## config.mk

```make
export PLATFORM = sky130hd
export DESIGN_NAME = pic_prog_port
export DESIGN_NICKNAME = d
export VERILOG_FILES = /design/src/rtl/pic_port_pkg.sv /design/src/rtl/pic_rank_find.sv /design/src/rtl/pic_resolver.sv /design/src/rtl/pic_init_seq.sv /design/src/rtl/pic_prog_port.sv
export SDC_FILE = /design/constraint.sdc
export NUM_CORES = 1
export LEC_CHECK = 0
export BUFFER_PORTS_ARGS = -buffer_cell sky130_fd_sc_hd__buf_4
export CORE_MARGIN = 2
export CORE_UTILIZATION = 58
export DETAILED_ROUTE_END_ITERATION = 8
export PLACE_DENSITY = 0.77
export RECOVER_POWER = 25
export SYNTH_ARGS = -nofsm -noshare
export SYNTH_HDL_FRONTEND = slang
export SYNTH_SLANG_ARGS = --single-unit
export TNS_END_PERCENT = 50
```

## constraint.sdc

```tcl
create_clock -name clk -period 6.2 [get_ports clk]
set_input_delay 1.24 -clock clk [delete_from_list [all_inputs] [get_ports clk]]
set_output_delay 1.24 -clock clk [all_outputs]
set_load 0.01 [all_outputs]
```

## src/rtl/pic_port_pkg.sv

```systemverilog
package pic_port_pkg;
  localparam int NUM_IN = 8;
  localparam int IDX_W  = $clog2(NUM_IN);
  localparam int DW     = 8;
  localparam int VB_W   = DW - IDX_W;

  typedef enum logic [1:0] {
    INIT_IDLE,
    INIT_VBASE,
    INIT_CASC,
    INIT_MODE
  } init_st_e;

  typedef enum logic [2:0] {
    OP_ROT_AEOI_OFF = 3'd0,
    OP_EOI_NS       = 3'd1,
    OP_NOP          = 3'd2,
    OP_EOI_SP       = 3'd3,
    OP_ROT_AEOI_ON  = 3'd4,
    OP_EOI_NS_ROT   = 3'd5,
    OP_SET_BASE     = 3'd6,
    OP_EOI_SP_ROT   = 3'd7
  } op_e;
endpackage

```

## src/rtl/pic_rank_find.sv

```systemverilog
module pic_rank_find #(
  parameter int N  = 8,
  parameter int IW = $clog2(N)
) (
  input  logic [N-1:0]  req,
  input  logic [IW-1:0] base,
  output logic          found,
  output logic [IW-1:0] idx,
  output logic [IW:0]   rank
);
  logic [N-1:0] rot;

  // rot[k] is the input that sits k places below the base in priority
  always_comb begin
    for (int k = 0; k < N; k++) begin
      rot[k] = req[IW'(k) + base];
    end
  end

  always_comb begin
    rank = (IW+1)'(N);
    for (int k = N-1; k >= 0; k--) begin
      if (rot[k]) rank = (IW+1)'(k);
    end
    found = |rot;
    idx   = rank[IW-1:0] + base;
  end
endmodule

```

## src/rtl/pic_resolver.sv

```systemverilog
module pic_resolver
  import pic_port_pkg::*;
(
  input  logic [NUM_IN-1:0] irr,
  input  logic [NUM_IN-1:0] imr,
  input  logic [NUM_IN-1:0] isr,
  input  logic [IDX_W-1:0]  base,
  input  logic              spec_mask,
  output logic              has_irq,
  output logic [IDX_W-1:0]  win_idx,
  output logic              isr_any,
  output logic [IDX_W-1:0]  isr_top
);
  logic [NUM_IN-1:0] pend_vec, svc_vec;
  logic              pend_found, svc_found;
  logic [IDX_W-1:0]  svc_idx;
  logic [IDX_W:0]    pend_rank, svc_rank, top_rank;

  assign pend_vec = irr & ~imr;
  assign svc_vec  = spec_mask ? (isr & ~imr) : isr;

  pic_rank_find #(.N(NUM_IN), .IW(IDX_W)) u_pend (
    .req(pend_vec), .base(base), .found(pend_found), .idx(win_idx), .rank(pend_rank)
  );

  pic_rank_find #(.N(NUM_IN), .IW(IDX_W)) u_svc (
    .req(svc_vec), .base(base), .found(svc_found), .idx(svc_idx), .rank(svc_rank)
  );

  pic_rank_find #(.N(NUM_IN), .IW(IDX_W)) u_top (
    .req(isr), .base(base), .found(isr_any), .idx(isr_top), .rank(top_rank)
  );

  assign has_irq = pend_found && (!svc_found || (pend_rank < svc_rank));

  // svc_idx and top_rank are produced for symmetry; fold them into a no-op use
  logic unused_ok;
  assign unused_ok = ^{svc_idx, top_rank};
endmodule

```

## src/rtl/pic_init_seq.sv

```systemverilog
module pic_init_seq
  import pic_port_pkg::*;
(
  input  logic     clk,
  input  logic     rst_n,
  input  logic     start,
  input  logic     a1_wr,
  input  logic     single,
  input  logic     need4,
  output init_st_e state
);
  init_st_e st_q, st_d;

  always_comb begin
    st_d = st_q;
    if (start) begin
      st_d = INIT_VBASE;
    end else if (a1_wr) begin
      case (st_q)
        INIT_VBASE: st_d = single ? (need4 ? INIT_MODE : INIT_IDLE) : INIT_CASC;
        INIT_CASC:  st_d = need4 ? INIT_MODE : INIT_IDLE;
        INIT_MODE:  st_d = INIT_IDLE;
        default:    st_d = st_q;
      endcase
    end
  end

  always_ff @(posedge clk or negedge rst_n) begin
    if (!rst_n) st_q <= INIT_IDLE;
    else        st_q <= st_d;
  end

  assign state = st_q;

  // the cascade state is only entered from the vector-base state
  a_r5_casc_entry: assert property (@(posedge clk) disable iff (!rst_n)
    $rose(st_q == INIT_CASC) |-> ($past(st_q) == INIT_VBASE));

  // the mode state is only visited when the mode word was requested
  a_r6_mode_needs4: assert property (@(posedge clk) disable iff (!rst_n)
    (st_q == INIT_MODE) |-> need4);
endmodule

```

## src/rtl/pic_prog_port.sv

```systemverilog
module pic_prog_port
  import pic_port_pkg::*;
(
  input  logic              clk,
  input  logic              rst_n,
  input  logic [NUM_IN-1:0] irq_in,
  input  logic              wr_en,
  input  logic              rd_en,
  input  logic              addr,
  input  logic [DW-1:0]     wr_data,
  output logic [DW-1:0]     rd_data,
  input  logic              ack,
  output logic [DW-1:0]     ack_vector,
  output logic              int_req,
  output logic              nested_mode,
  output logic              level_err
);
  logic [NUM_IN-1:0] irr_q, irr_d, imr_q, imr_d, isr_q, isr_d, last_q;
  logic [IDX_W-1:0]  base_q, base_d;
  logic [VB_W-1:0]   vb_q, vb_d;
  logic rdsel_q, rdsel_d, poll_q, poll_d, smm_q, smm_d;
  logic aeoi_q, aeoi_d, rot_q, rot_d, sfnm_q, sfnm_d;
  logic need4_q, need4_d, single_q, single_d, lerr_q, lerr_d;

  logic             has_irq, isr_any;
  logic [IDX_W-1:0] win_idx, isr_top, sel;
  init_st_e         init_st;
  op_e              op;
  logic             wr_init, wr_rdcmd, wr_op, wr_a1, rd_poll, do_ack;

  assign sel      = wr_data[IDX_W-1:0];
  assign op       = op_e'(wr_data[7:5]);
  assign wr_init  = wr_en && !addr && wr_data[4];
  assign wr_rdcmd = wr_en && !addr && !wr_data[4] && wr_data[3];
  assign wr_op    = wr_en && !addr && !wr_data[4] && !wr_data[3];
  assign wr_a1    = wr_en && addr;
  assign rd_poll  = !wr_en && rd_en && poll_q;
  assign do_ack   = !wr_en && !rd_poll && ack && has_irq;

  pic_resolver u_res (
    .irr(irr_q), .imr(imr_q), .isr(isr_q), .base(base_q), .spec_mask(smm_q),
    .has_irq(has_irq), .win_idx(win_idx), .isr_any(isr_any), .isr_top(isr_top)
  );

  pic_init_seq u_seq (
    .clk(clk), .rst_n(rst_n), .start(wr_init), .a1_wr(wr_a1),
    .single(single_q), .need4(need4_q), .state(init_st)
  );

  // next-state process
  always_comb begin
    irr_d    = irr_q | (irq_in & ~last_q);
    imr_d    = imr_q;
    isr_d    = isr_q;
    base_d   = base_q;
    vb_d     = vb_q;
    rdsel_d  = rdsel_q;
    poll_d   = poll_q;
    smm_d    = smm_q;
    aeoi_d   = aeoi_q;
    rot_d    = rot_q;
    sfnm_d   = sfnm_q;
    need4_d  = need4_q;
    single_d = single_q;
    lerr_d   = lerr_q;

    if (wr_init) begin
      irr_d    = '0;
      imr_d    = '0;
      isr_d    = '0;
      base_d   = '0;
      rdsel_d  = 1'b0;
      poll_d   = 1'b0;
      smm_d    = 1'b0;
      aeoi_d   = 1'b0;
      rot_d    = 1'b0;
      sfnm_d   = 1'b0;
      need4_d  = wr_data[0];
      single_d = wr_data[1];
      lerr_d   = wr_data[3];
    end else if (wr_rdcmd) begin
      if (wr_data[1]) rdsel_d = wr_data[0];
      if (wr_data[2]) poll_d  = 1'b1;
      if (wr_data[6]) smm_d   = wr_data[5];
    end else if (wr_op) begin
      case (op)
        OP_ROT_AEOI_OFF, OP_ROT_AEOI_ON: rot_d = wr_data[7];
        OP_EOI_NS: begin
          if (isr_any) isr_d[isr_top] = 1'b0;
        end
        OP_EOI_NS_ROT: begin
          if (isr_any) begin
            isr_d[isr_top] = 1'b0;
            base_d         = isr_top + IDX_W'(1);
          end
        end
        OP_EOI_SP:     isr_d[sel] = 1'b0;
        OP_EOI_SP_ROT: begin
          isr_d[sel] = 1'b0;
          base_d     = sel + IDX_W'(1);
        end
        OP_SET_BASE:   base_d = sel + IDX_W'(1);
        default: ;
      endcase
    end else if (wr_a1) begin
      case (init_st)
        INIT_IDLE:  imr_d = wr_data[NUM_IN-1:0];
        INIT_VBASE: vb_d  = wr_data[DW-1:IDX_W];
        INIT_MODE: begin
          sfnm_d = wr_data[4];
          aeoi_d = wr_data[1];
        end
        default: ;
      endcase
    end else if (rd_poll) begin
      poll_d = 1'b0;
      if (has_irq) begin
        irr_d[win_idx] = 1'b0;
        isr_d[win_idx] = 1'b0;
      end
    end else if (do_ack) begin
      irr_d[win_idx] = 1'b0;
      if (aeoi_q) begin
        if (rot_q) base_d = win_idx + IDX_W'(1);
      end else begin
        isr_d[win_idx] = 1'b1;
      end
    end
  end

  // register process
  always_ff @(posedge clk or negedge rst_n) begin
    if (!rst_n) begin
      irr_q <= '0; imr_q <= '0; isr_q <= '0; last_q <= '0;
      base_q <= '0; vb_q <= '0;
      rdsel_q <= 1'b0; poll_q <= 1'b0; smm_q <= 1'b0;
      aeoi_q <= 1'b0; rot_q <= 1'b0; sfnm_q <= 1'b0;
      need4_q <= 1'b0; single_q <= 1'b0; lerr_q <= 1'b0;
    end else begin
      irr_q <= irr_d; imr_q <= imr_d; isr_q <= isr_d; last_q <= irq_in;
      base_q <= base_d; vb_q <= vb_d;
      rdsel_q <= rdsel_d; poll_q <= poll_d; smm_q <= smm_d;
      aeoi_q <= aeoi_d; rot_q <= rot_d; sfnm_q <= sfnm_d;
      need4_q <= need4_d; single_q <= single_d; lerr_q <= lerr_d;
    end
  end

  always_comb begin
    if (poll_q)       rd_data = has_irq ? {1'b1, {(DW-1-IDX_W){1'b0}}, win_idx} : '0;
    else if (addr)    rd_data = imr_q;
    else if (rdsel_q) rd_data = isr_q;
    else              rd_data = irr_q;
  end

  assign ack_vector  = {vb_q, has_irq ? win_idx : {IDX_W{1'b1}}};
  assign int_req     = has_irq;
  assign nested_mode = sfnm_q;
  assign level_err   = lerr_q;

  // a request always has an unmasked pending input behind it
  a_r3_req_has_pending: assert property (@(posedge clk) disable iff (!rst_n)
    int_req |-> |(irr_q & ~imr_q));

  // the initialization word wipes the three interrupt registers
  a_r4_init_clears: assert property (@(posedge clk) disable iff (!rst_n)
    (wr_en && !addr && wr_data[4]) |=> (irr_q == '0 && isr_q == '0 && imr_q == '0));

  // a poll is consumed by a single read
  a_r9_poll_single: assert property (@(posedge clk) disable iff (!rst_n)
    (rd_en && !wr_en && poll_q) |=> !poll_q);

  // an acknowledged request without auto-EOI lands in service
  a_r10_ack_marks: assert property (@(posedge clk) disable iff (!rst_n)
    (ack && !wr_en && !rd_en && int_req && !aeoi_q) |=> (isr_q != '0));
endmodule

```

==> results by group <==
Logic synthesis
  • Count of different cell masters after synthesis: ~80
  • Average cell area after synthesis: 9.17 um^2
  • Share of the synthesized area in the top cell type: 26.9%
  • Net count after synthesis: 549
  • Portion of the post-synthesis area used by sequential elements: a little over a quarter
  • Number of storage elements in the synthesis netlist: between 50 and 60
  • Primary flip-flop cell chosen by synthesis mapping: dfrtp_1
  • Share of synthesized cell area in full adder, half adder and majority cells: around 3.0%
  • Post-synthesis share of cell area spent on and, or, nand and nor gates: between 20% and 30%
  • Post-synthesis share of cell area spent on xor and xnor gates: around 1.5%
  • Cells after synthesis: between 500 and 600
  • Most numerous cell types in the synthesized netlist: dfrtp_1, nor2_1, nand2_1
  • Synth area leaders: dfrtp_1, mux4_2, mux2i_1
  • Async S/R FF share, synth: 100%
  • Dominant combinational cell family by area after synthesis: multiplexers
  • Post-Syn Area: between 4000 and 5000 um^2
  • Share of the synthesized area in compound gates (AO/OA/AOI/OAI): between 20% and 30%
  • Cell accounting for the most synthesized area: dfrtp_1
  • EDFF count, synth: 0
  • Mux cell area share after synthesis: 23.2%
  • Number of warnings issued by yosys: 0

Detailed routing
  • Routed vias: 4424
  • Detailed Routing Iterations Pass 1: 5
  • Mean routed wirelength per cell: 20.7 um
  • 1st-iter DRT viols: roughly 430
  • Total detailed-routing wirelength: about 13 mm
  • DRC: 0
  • Number of nets with antenna violations after detailed routing: 0
  • Vias per Instance: between 6 and 7

Final layout
  • Count of filler cells inserted in the layout: between 600 and 700
  • Register Area: between 1000 and 1500 um^2
  • Design Area, Final: around 5200 um^2
  • Fraction of layout cells with a size suffix above 1: approximately a fifth
  • Number of nets in the layout: about 580
  • Synth-to-Final Area Change: 9.08%
  • Area used by multi-input combinational logic: ~3200 um^2
  • Antenna cell count: 0

Hold path
  • Worst min-delay path class: flip-flop to flip-flop

Run
  • Number of max-cap violations: 1

GRT
  • GRT Resource Usage Total: around a third
  • Total congestion overflow: 0
  • Vias in the first global route: 4205
  • Antenna violations before repair: 0
  • Wire length of the first global-routing pass: approximately 22 mm
  • Maximum number of pins on one net before global-route repair: 52

Critical path
  • Crit-path leading delay family: compound AO/OA/AOI/OAI gates
  • Maximum fanout count along the critical path: 18
  • Slowest stage cell on the critical path: dfrtp_1
  • Classification of the worst setup path: flip-flop to primary output
  • Setup slack of the worst register-to-register path: between 1 and 1.5 ns
  • Critical path startpoint category: flip-flop
  • Critical Path, Cell by Cell: xor2_1, mux4_2, nand2_1, o21bai_2, inv_1, ha_1, a21o_1, a21oi_1, o211ai_1, a21oi_4, nand3_1, o21ai_0, buf_4
  • Worst path arrival time: around 4.3 ns
  • Max stage delay on crit path: approximately 0.89 ns
  • Required time at the worst-slack endpoint: 4.96 ns
  • Kind of end point of the critical path: primary output
  • Worst path buffer plus inverter count: 2

Clocking
  • TritonCTS clock tree: built
  • H-tree depth: 2
  • Deepest clock path buffer count: 2
  • Post-CTS repair timing setup buffer count: 0
  • CTS resizes: 0
  • Sinks on Clock Net: 51
  • CTS Hold Bufs: 0
  • Num CTS Buffers: 5
  • Clock transition at the registers of the reported paths: between 0.1 and 0.15 ns
  • Library cell used as clock root buffer: clkbuf_8
  • Clk_lat worst skew: between 0.3 and 0.4 ns

Timing
  • Post-route setup TNS: 0 ns
  • Worst rel slew slack: -86.0%
  • Final Slew Violations: 52
  • Setup repair after global routing missed its margin: no
  • Final setup slack of the worst path: between 0.6 and 0.7 ns
  • Final number of setup-violating endpoints: 0
  • Maximum clock rate: 181 MHz
  • Final Critical Period: about 5.5 ns
  • Transition time of the tightest slew-check pin: approximately 2.8 ns
  • Final Skew: ~0.014 ns
  • Tightest hold margin: slightly above 0.5 ns
  • Final hold violations: 0
  • Fin crit share: 89.1%

Placement
  • Detailed placement HPWL: 9.92 mm
  • Final weighted congestion of routability-driven global placement: 0.912
  • Area after detailed placement: just over 5000 um^2
  • # port buffers: 40
  • Place WS: 1.05 ns

Status
  • Violations in the final reports: capacitance limit, slew limit
  • Status: finished with violations

Die
  • Vertical die dimension: approximately 94 um
  • Die Span X: 94.4 um
  • Total die area: just under 9000 um^2
  • Standard-cell rows: 32
  • Starting Density: around 61%
  • Core Region: 7810 um^2
  • I/O pins: 41
[worst paths after layout]
check	from	end	depth (start not counted)
min	level_err$_DFFE_PN0P_	level_err$_DFFE_PN0P_	2
max reg2reg	base_q[0]$_DFFE_PN0P_	isr_q[1]$_DFFE_PN0P_	18
max in group asynchronous	rst_n	isr_q[0]$_DFFE_PN0P_	1
min in group asynchronous	rst_n	level_err$_DFFE_PN0P_	1
max	base_q[2]$_DFFE_PN0P_	rd_data[0]	13
min reg2reg	level_err$_DFFE_PN0P_	level_err$_DFFE_PN0P_	2
[worst min-delay path: stages (launching register included)]
cell and delay [ns]:
dfrtp_1 0.37, nand2_1 0.05, nand2_1 0.06
[sequential cells by signal (all words and copies together), names as in the netlist, 2 cells and up]
register and cells:
vb_q 5, irr_q 8, imr_q 8, last_q 8, base_q 3, isr_q 8
u_seq.state 2
[per-stage QoR]
step / utilization, % / std cells
2_1_floorplan: - / 517
3_3_place_gp: 65.0 / 640
3_5_place_dp: 65.0 / 640
4_1_cts: 66.3 / 648
5_1_grt: 66.2 / 648
6_report: 66.2 / 648
[placed cells by master (no fill, tap or decap), drive strengths merged, types with 3 or more instances in the layout]
master / instances
a211oi: 13
a21boi: 11
a21oi: 28
a221o: 5
a311oi: 8
and2: 3
buf: 39
clkbuf: 14
dfrtp: 51
ha: 8
inv: 20
mux2: 17
mux2i: 37
mux4: 23
nand2: 46
nand2b: 12
nand3: 12
nand3b: 3
nand4: 6
nor2: 53
nor2b: 19
nor3: 9
o211ai: 8
o21ai: 43
o221ai: 5
o22ai: 3
or2: 4
or3: 3
or4b: 3
xnor2: 4
xor2: 3
[logic make-up after synthesis]
kind of cell / count (synthesis)
and+or+nand+nor: 185
AOI/OAI and AO/OA: 142
muxes: 77
DFF: 51
buffers and inverters: 45
adders and majority gates: 10
xor gates and xnor gates: 7
[layout make-up]
cell class	instances	area share (%)
inverter	18	1.36
sequential	51	24.7
clock buffer	5	1.33
clock inverter	3	0.557
multi-input combinational	421	62.7
tap	102	2.47
timing repair buffer	48	6.90
[layer usage]
layer / global-route usage (%) / part of all wire [%] / vias up
met1: 44.9 / 43 / 2132
met3: 2.87 / 8.1 / 48
li1: - / - / 1997
met5: 0 / 0 / -
met4: 12.1 / 3.6 / 0
met2: 49.8 / 46 / 247
Power is not shown: default switching activity piles up to over one toggle a cycle in this logic, so the estimate is an artifact.
